### src/rtl/dma_gate_pkg.sv
package dma_gate_pkg;

  // Channel is held back when masking is on and the CPU outranks it strictly.
  function automatic logic prio_blocks(input logic en,
                                       input logic [7:0] cpu_lvl,
                                       input logic [7:0] ch_lvl);
    return en && (cpu_lvl > ch_lvl);
  endfunction

endpackage

### src/rtl/dma_gate_cmp.sv
module dma_gate_cmp #(
  parameter int PRIO_W = 3
) (
  input  logic              mask_en,
  input  logic [PRIO_W-1:0] cpu_prio,
  input  logic [PRIO_W-1:0] ch_prio,
  output logic              blk
);
  import dma_gate_pkg::*;

  always_comb begin
    blk = prio_blocks(mask_en, 8'(cpu_prio), 8'(ch_prio));
  end

  // the global switch off means nothing is ever blocked
  always_comb begin
    if (!mask_en) assert_unmasked_pass_R9: assert (blk == 1'b0);
  end
endmodule

### src/rtl/dma_gate_slot.sv
module dma_gate_slot (
  input  logic clk,
  input  logic rst_n,
  input  logic en,
  input  logic stb,
  input  logic ack,
  input  logic blk,
  output logic acc_q,
  output logic pend_q
);
  logic busy;
  logic want;
  logic acc_d;
  logic pend_d;

  always_comb begin
    busy   = acc_q & ~ack;
    want   = stb | pend_q;
    acc_d  = en & (busy | (want & ~blk));
    pend_d = en & ~busy & want & blk;
  end

  always_ff @(posedge clk or negedge rst_n) begin
    if (!rst_n) begin
      acc_q  <= 1'b0;
      pend_q <= 1'b0;
    end else begin
      acc_q  <= acc_d;
      pend_q <= pend_d;
    end
  end

  assert_accept_next_R2: assert property (@(posedge clk) disable iff (!rst_n)
    (stb && en && !blk) |=> acc_q);

  assert_hold_until_ack_R3: assert property (@(posedge clk) disable iff (!rst_n)
    (acc_q && !ack && en) |=> acc_q);

  assert_blocked_no_accept_R4: assert property (@(posedge clk) disable iff (!rst_n)
    ((!acc_q || ack) && blk) |=> !acc_q);

  assert_release_R6: assert property (@(posedge clk) disable iff (!rst_n)
    (pend_q && !blk && en) |=> (acc_q && !pend_q));

  assert_cancel_R8: assert property (@(posedge clk) disable iff (!rst_n)
    !en |=> (!acc_q && !pend_q));

  assert_exclusive_R12: assert property (@(posedge clk) disable iff (!rst_n)
    !(acc_q && pend_q));
endmodule

### src/rtl/dma_prio_gate.sv
module dma_prio_gate #(
  parameter int NUM_CH = 4,
  parameter int PRIO_W = 3,
  localparam int PW_ALL = NUM_CH * PRIO_W
) (
  input  logic              clk,
  input  logic              rst_n,
  input  logic              mask_en,
  input  logic [PRIO_W-1:0] cpu_prio,
  input  logic [NUM_CH-1:0] ch_en,
  input  logic [PW_ALL-1:0] ch_prio,
  input  logic [NUM_CH-1:0] req_stb,
  input  logic [NUM_CH-1:0] ack,
  output logic [NUM_CH-1:0] req_out,
  output logic [NUM_CH-1:0] held
);
  logic [NUM_CH-1:0] blk_vec;

  for (genvar c = 0; c < NUM_CH; c++) begin : g_ch
    dma_gate_cmp #(.PRIO_W(PRIO_W)) cmp_i (
      .mask_en (mask_en),
      .cpu_prio(cpu_prio),
      .ch_prio (ch_prio[c*PRIO_W +: PRIO_W]),
      .blk     (blk_vec[c])
    );

    dma_gate_slot slot_i (
      .clk   (clk),
      .rst_n (rst_n),
      .en    (ch_en[c]),
      .stb   (req_stb[c]),
      .ack   (ack[c]),
      .blk   (blk_vec[c]),
      .acc_q (req_out[c]),
      .pend_q(held[c])
    );
  end

  // outputs are clear in the first cycle after reset
  assert_reset_clear_R1: assert property (@(posedge clk)
    $rose(rst_n) |-> (req_out == '0 && held == '0));
endmodule

### config.mk
export PLATFORM = sky130hd
export DESIGN_NAME = dma_prio_gate
export DESIGN_NICKNAME = d
export VERILOG_FILES = /design/src/rtl/dma_gate_pkg.sv /design/src/rtl/dma_gate_cmp.sv /design/src/rtl/dma_gate_slot.sv /design/src/rtl/dma_prio_gate.sv
export SDC_FILE = /design/constraint.sdc
export NUM_CORES = 1
export LEC_CHECK = 0
export CAP_MARGIN = 20
export CORE_AREA = 2 2 44 46
export DETAILED_ROUTE_END_ITERATION = 16
export DIE_AREA = 0 0 46 48
export PLACE_DENSITY = 0.82
export SLEW_MARGIN = 20
export SYNTH_ARGS = -nofsm -noshare
export SYNTH_HDL_FRONTEND = slang
export SYNTH_HIERARCHICAL = 1
export SYNTH_SLANG_ARGS = --single-unit
### constraint.sdc
create_clock -name clk -period 1.1 [get_ports clk]
set_input_delay 0.11 -clock clk [delete_from_list [all_inputs] [get_ports clk]]
set_output_delay 0.11 -clock clk [all_outputs]
set_load 0.05 [all_outputs]
# After elaboration in Yosys (flattened, before gate mapping)
# Cells that the tools add are included.
[op_classes]
order_cmp = 4
reduce_logical = 4
n_bitwise = 44
[op_table]
columns = ["cell", "n"]
rows = [
  ["$and A1 B1 Y1", 24],
  ["$gt A3 B3 Y1", 4],
  ["$not A1 Y1", 12],
  ["$or A1 B1 Y1", 8],
  ["$logic_and A1 B1 Y1", 4],
]
[totals]
output_inout_bits = 8
input_bits = 30
register_bits = 8
word_cells = 60

# Longest topological paths before layout
[depth]
ltp_word = 6
depth_mapped = 6

# Cells and area by module
# The synthesis kept the hierarchy.
[modules_own_cells]
columns = ["mod", "area_per_inst_um2", "instances", "cells_each", "seq_area_each_um2"]
rows = [
  ["dma_gate_cmp", 83.8, 4, 11, 0.0],
  ["dma_gate_slot", 82.6, 4, 6, 50.0],
]

# Worst setup path before layout
# Ideal clock, no wire load.
[synth_path]
path_kind = "input to register"
start = "input port ch_prio[2]"
end = "register g_ch[0].slot_i.acc_q"
path_buffers = 0
arrival_ns = 0.979
path_slack_ns = -0.003
path_stages = 6
cell_sequence = "inv_1 ha_1 and3_1 a211oi_2 o21bai_1 a21boi_1"
[synth_via]
elab_chain_len = 6
[synth_rtl]
columns = ["element", "line_no", "rtl"]
rows = [
  ["start, declared", "dma_prio_gate.sv:11", "input logic [PW_ALL-1:0] ch_prio,"],
  ["$gt A3 B3 Y1", "dma_gate_pkg.sv:7", "return en && (cpu_lvl > ch_lvl);"],
  ["$logic_and A1 B1 Y1", "dma_gate_pkg.sv:7", ""],
  ["via blk_vec[0]", "dma_prio_gate.sv:17", "logic [NUM_CH-1:0] blk_vec;"],
  ["$not A1 Y1", "dma_gate_slot.sv:19", "acc_d = en & (busy | (want & ~blk));"],
  ["$and A1 B1 Y1", "dma_gate_slot.sv:19", ""],
  ["$or A1 B1 Y1", "dma_gate_slot.sv:19", ""],
  ["$and A1 B1 Y1", "dma_gate_slot.sv:19", ""],
  ["via g_ch[0].slot_i.acc_d", "dma_gate_slot.sv:13", "logic acc_d;"],
  ["end signal, assigned", "dma_gate_slot.sv:25", "acc_q <= 1'b0;"],
  ["end signal, assigned", "dma_gate_slot.sv:28", "acc_q <= acc_d;"],
  ["end, declared", "dma_gate_slot.sv:8", "output logic acc_q,"],
]
# The timed path passes the listed nets, and every way through them passes these cells.

# Worst setup path in the final report
[layout_path]
start = "input port ch_prio[10]"
end = "register g_ch[3].slot_i.acc_q"
[layout_via]
elab_chain_len = 6
[layout_rtl]
columns = ["element", "line_no"]
rows = [
  ["$gt A3 B3 Y1", "dma_gate_pkg.sv:7"],
  ["$logic_and A1 B1 Y1", "dma_gate_pkg.sv:7"],
  ["via blk_vec[3]", "dma_prio_gate.sv:17"],
  ["$not A1 Y1", "dma_gate_slot.sv:19"],
  ["$and A1 B1 Y1", "dma_gate_slot.sv:19"],
  ["$or A1 B1 Y1", "dma_gate_slot.sv:19"],
  ["$and A1 B1 Y1", "dma_gate_slot.sv:19"],
  ["via g_ch[3].slot_i.acc_d", "dma_gate_slot.sv:13"],
  ["end signal, assigned", "dma_gate_slot.sv:25"],
  ["end signal, assigned", "dma_gate_slot.sv:28"],
  ["end, declared", "dma_gate_slot.sv:8"],
]
# The timed path passes the listed nets, and every way through them passes these cells.

==> results.ini <==
[synthesis]
syn_inst = 68
synth_area_um2 = 666
synth-seq-cells = 8
syn_avg_cell_area_um2 = 9.79
synth_cell_type_count = 11
yosysSeqAreaShare_pct = 30.1
syn-num-nets = 110
ys_warn_count = 6

[final_layout]
final_cell_area_um2 = 1270
mostFrequentLayoutCells = clkdlybuf4s50_1 (13), inv_1 (10), dfrtp_1 (8), buf_12 (8), ha_4 (7)
final_common_cell = clkdlybuf4s50_1
multi_input_area_um2 = 548
fin_util_pct = 75.5
nNetsFinal = 152
ff_latch_area_um2 = 200
fillCellCount = 111
layout-drive-gt1-share_pct = 38.9
n_antenna_cell = 0
area_delta_synth_final_pct = 91.5

[clock_network]
htree_levels = 1
cts_tree = done
clkTransAtPathRegs_ns = 0.05
postCtsHoldBufs = 0
clk_latency_ns = 0.25
cts_max_path_buffers = 2
root_buffer = clkbuf_4
cts.sinks = 8
cts_made_buffers = 3

[global_routing]
grt_usage_pct = 17.6
grt_pass1_wl_um = 2680
grt_overflow = 0
antenna_found_initial = 0
grt_pass1_vias = 663
grt_max_degree = 9

[sta]
period_share_pct = 98.9
drv_slew = 0
period_minus_slack_ns = 1.09
worstMarginPinSlew_ns = 0.342
final.setup_skew_ns = 0.0000917
hold_violations = 0
setup_tns_ns = 0
fmaxAchievable_ghz = 0.919
setup_viol = 0
maxSlewHeadroom_pct = 77.1

[critical_path]
arrival_ns = 1.22
end_kind = register
cp_num_buf_inv = 2
slowest_stage = ha_4
crit_path_cell_trace = dlygate4sd2_1 -> inv_1 -> ha_4 -> nand3b_1 -> a211oi_4 -> o21bai_1 -> a21boi_1
critPathLaunchType = input port
slowest_delay_ns = 0.27
path_max_fanout = 2
required_ns = 1.23
critical_path_class = in2reg
path_delay_family = compound AO/OA/AOI/OAI gates

[floorplanning]
start_util_pct = 39.4
fp.dieArea_um2 = 2210
core_area_um2 = 1690
placementRows = 15
ios = 38
die_w_um = 46
die_h_um = 48

[power]
power_mw = 1.03
p_leak_nw = 0.581
ir_worst_vdd_v = 0.000716
powerDensity_nw_per_um2 = 804

[drt]
vias = 650
drtIter0Drc = 3
wl_per_cell_um = 15.6
vias_per_cell = 5.20
remaining_drc_errors = 0
drt.antenna.violating_nets = 0
firstDrtPassIters = 4
wirelength_um = 1950

[run]
timing.max_cap.violations = 0

[place]
dp_hpwl_um = 1380
dpl_cell_area_um2 = 1140
io_buffers = 37
gp_congestion = 0.732

[status]
status = completed

[hold_path]
min-delay-path-class = in2async

worst paths after layout:
kind	endpoint	start	cells past startpoint	slack [ns]
worst max-delay path	g_ch[3].slot_i/acc_q	ch_prio[10]	7	0.01
worst max register to register	g_ch[0].slot_i/acc_q	g_ch[0].slot_i/pend_q	2	0.30
worst min register to register	g_ch[0].slot_i/acc_q	g_ch[0].slot_i/acc_q	2	0.62
max in group asynchronous	g_ch[0].slot_i/acc_q	rst_n	1	0.72
min in group clk	g_ch[0].slot_i/pend_q	mask_en	4	0.33
worst min-delay path	g_ch[2].slot_i/pend_q	rst_n	1	0.13
what timing repair did:
action                                  CTS  global route
pin swaps                                17            18
setup buffers                             0             0
endpoints found under the setup margin    8             6
resized for setup                        41            24
sequential cells by signal, summed over array words and instances (netlist names):
register and count:
g_ch.slot_i/pend_q 4, g_ch.slot_i/acc_q 4
power by group:
group / switching, mW / total (mW) / internal [mW]
combinational: 0.217 / 0.480 / 0.264
clock: 0.0869 / 0.211 / 0.124
sequential: 0.0210 / 0.334 / 0.313
total: 0.325 / 1.03 / 0.700
through the flow:
| step | instances | hold WS, ns | setup WS [ns] |
|---|---|---|---|
| CTS | 125 | 0.131 | 0.000926 |
| global route | 125 | 0.156 | -0.0209 |
| floorplan | 68 | -0.186 | 0.0456 |
| detailed placement | 122 | 0.403 | -0.602 |
| finish | 125 | 0.134 | 0.0118 |
| global placement | 122 | 0.407 | -0.573 |
routing by layer:
layer  wire length [um]  vias to the layer above  GRT usage [%]  part of all wire (%)
li1                   -                      321              -                     -
met1                687                      299           20.8                    35
met2               1090                       24           31.1                    56
met3                117                        6           1.51                   6.0
met4                 51                        0           10.3                   2.6
met5                  0                        -              0                     0
cell type report:
cell class	instances	share of cell area (%)
clock buffers	3	1.77
inverters	16	4.71
multi-input cells	44	43.0
flip-flops and latches	8	15.7
well taps	17	1.67
repair buffers	37	33.2
cell families (layout without fill, tap and decap cells):
| kind of cell | Yosys count | count (layout) | synth area share (%) |
|---|---|---|---|
| simple gates | 12 | 12 | 12.0 |
| buf+inv | 16 | 56 | 9.02 |
| compound gates | 20 | 20 | 26.3 |
| fa+ha+maj | 12 | 12 | 22.6 |
| flops | 8 | 8 | 30.1 |
synthesized netlist by cell type (all sizes together):
| cell | n | share of area (%) |
|---|---|---|
| inv | 16 | 9.0 |
| a21oi | 4 | 3.0 |
| a211oi | 4 | 7.5 |
| dfrtp | 8 | 30 |
| nand2b | 4 | 3.8 |
| ha | 12 | 23 |
| o21bai | 4 | 4.5 |
| nand3b | 4 | 4.5 |
| and3 | 4 | 3.8 |
| a21boi | 4 | 4.5 |
| o2111a | 4 | 6.8 |
Power figures use the tool's default switching activity.
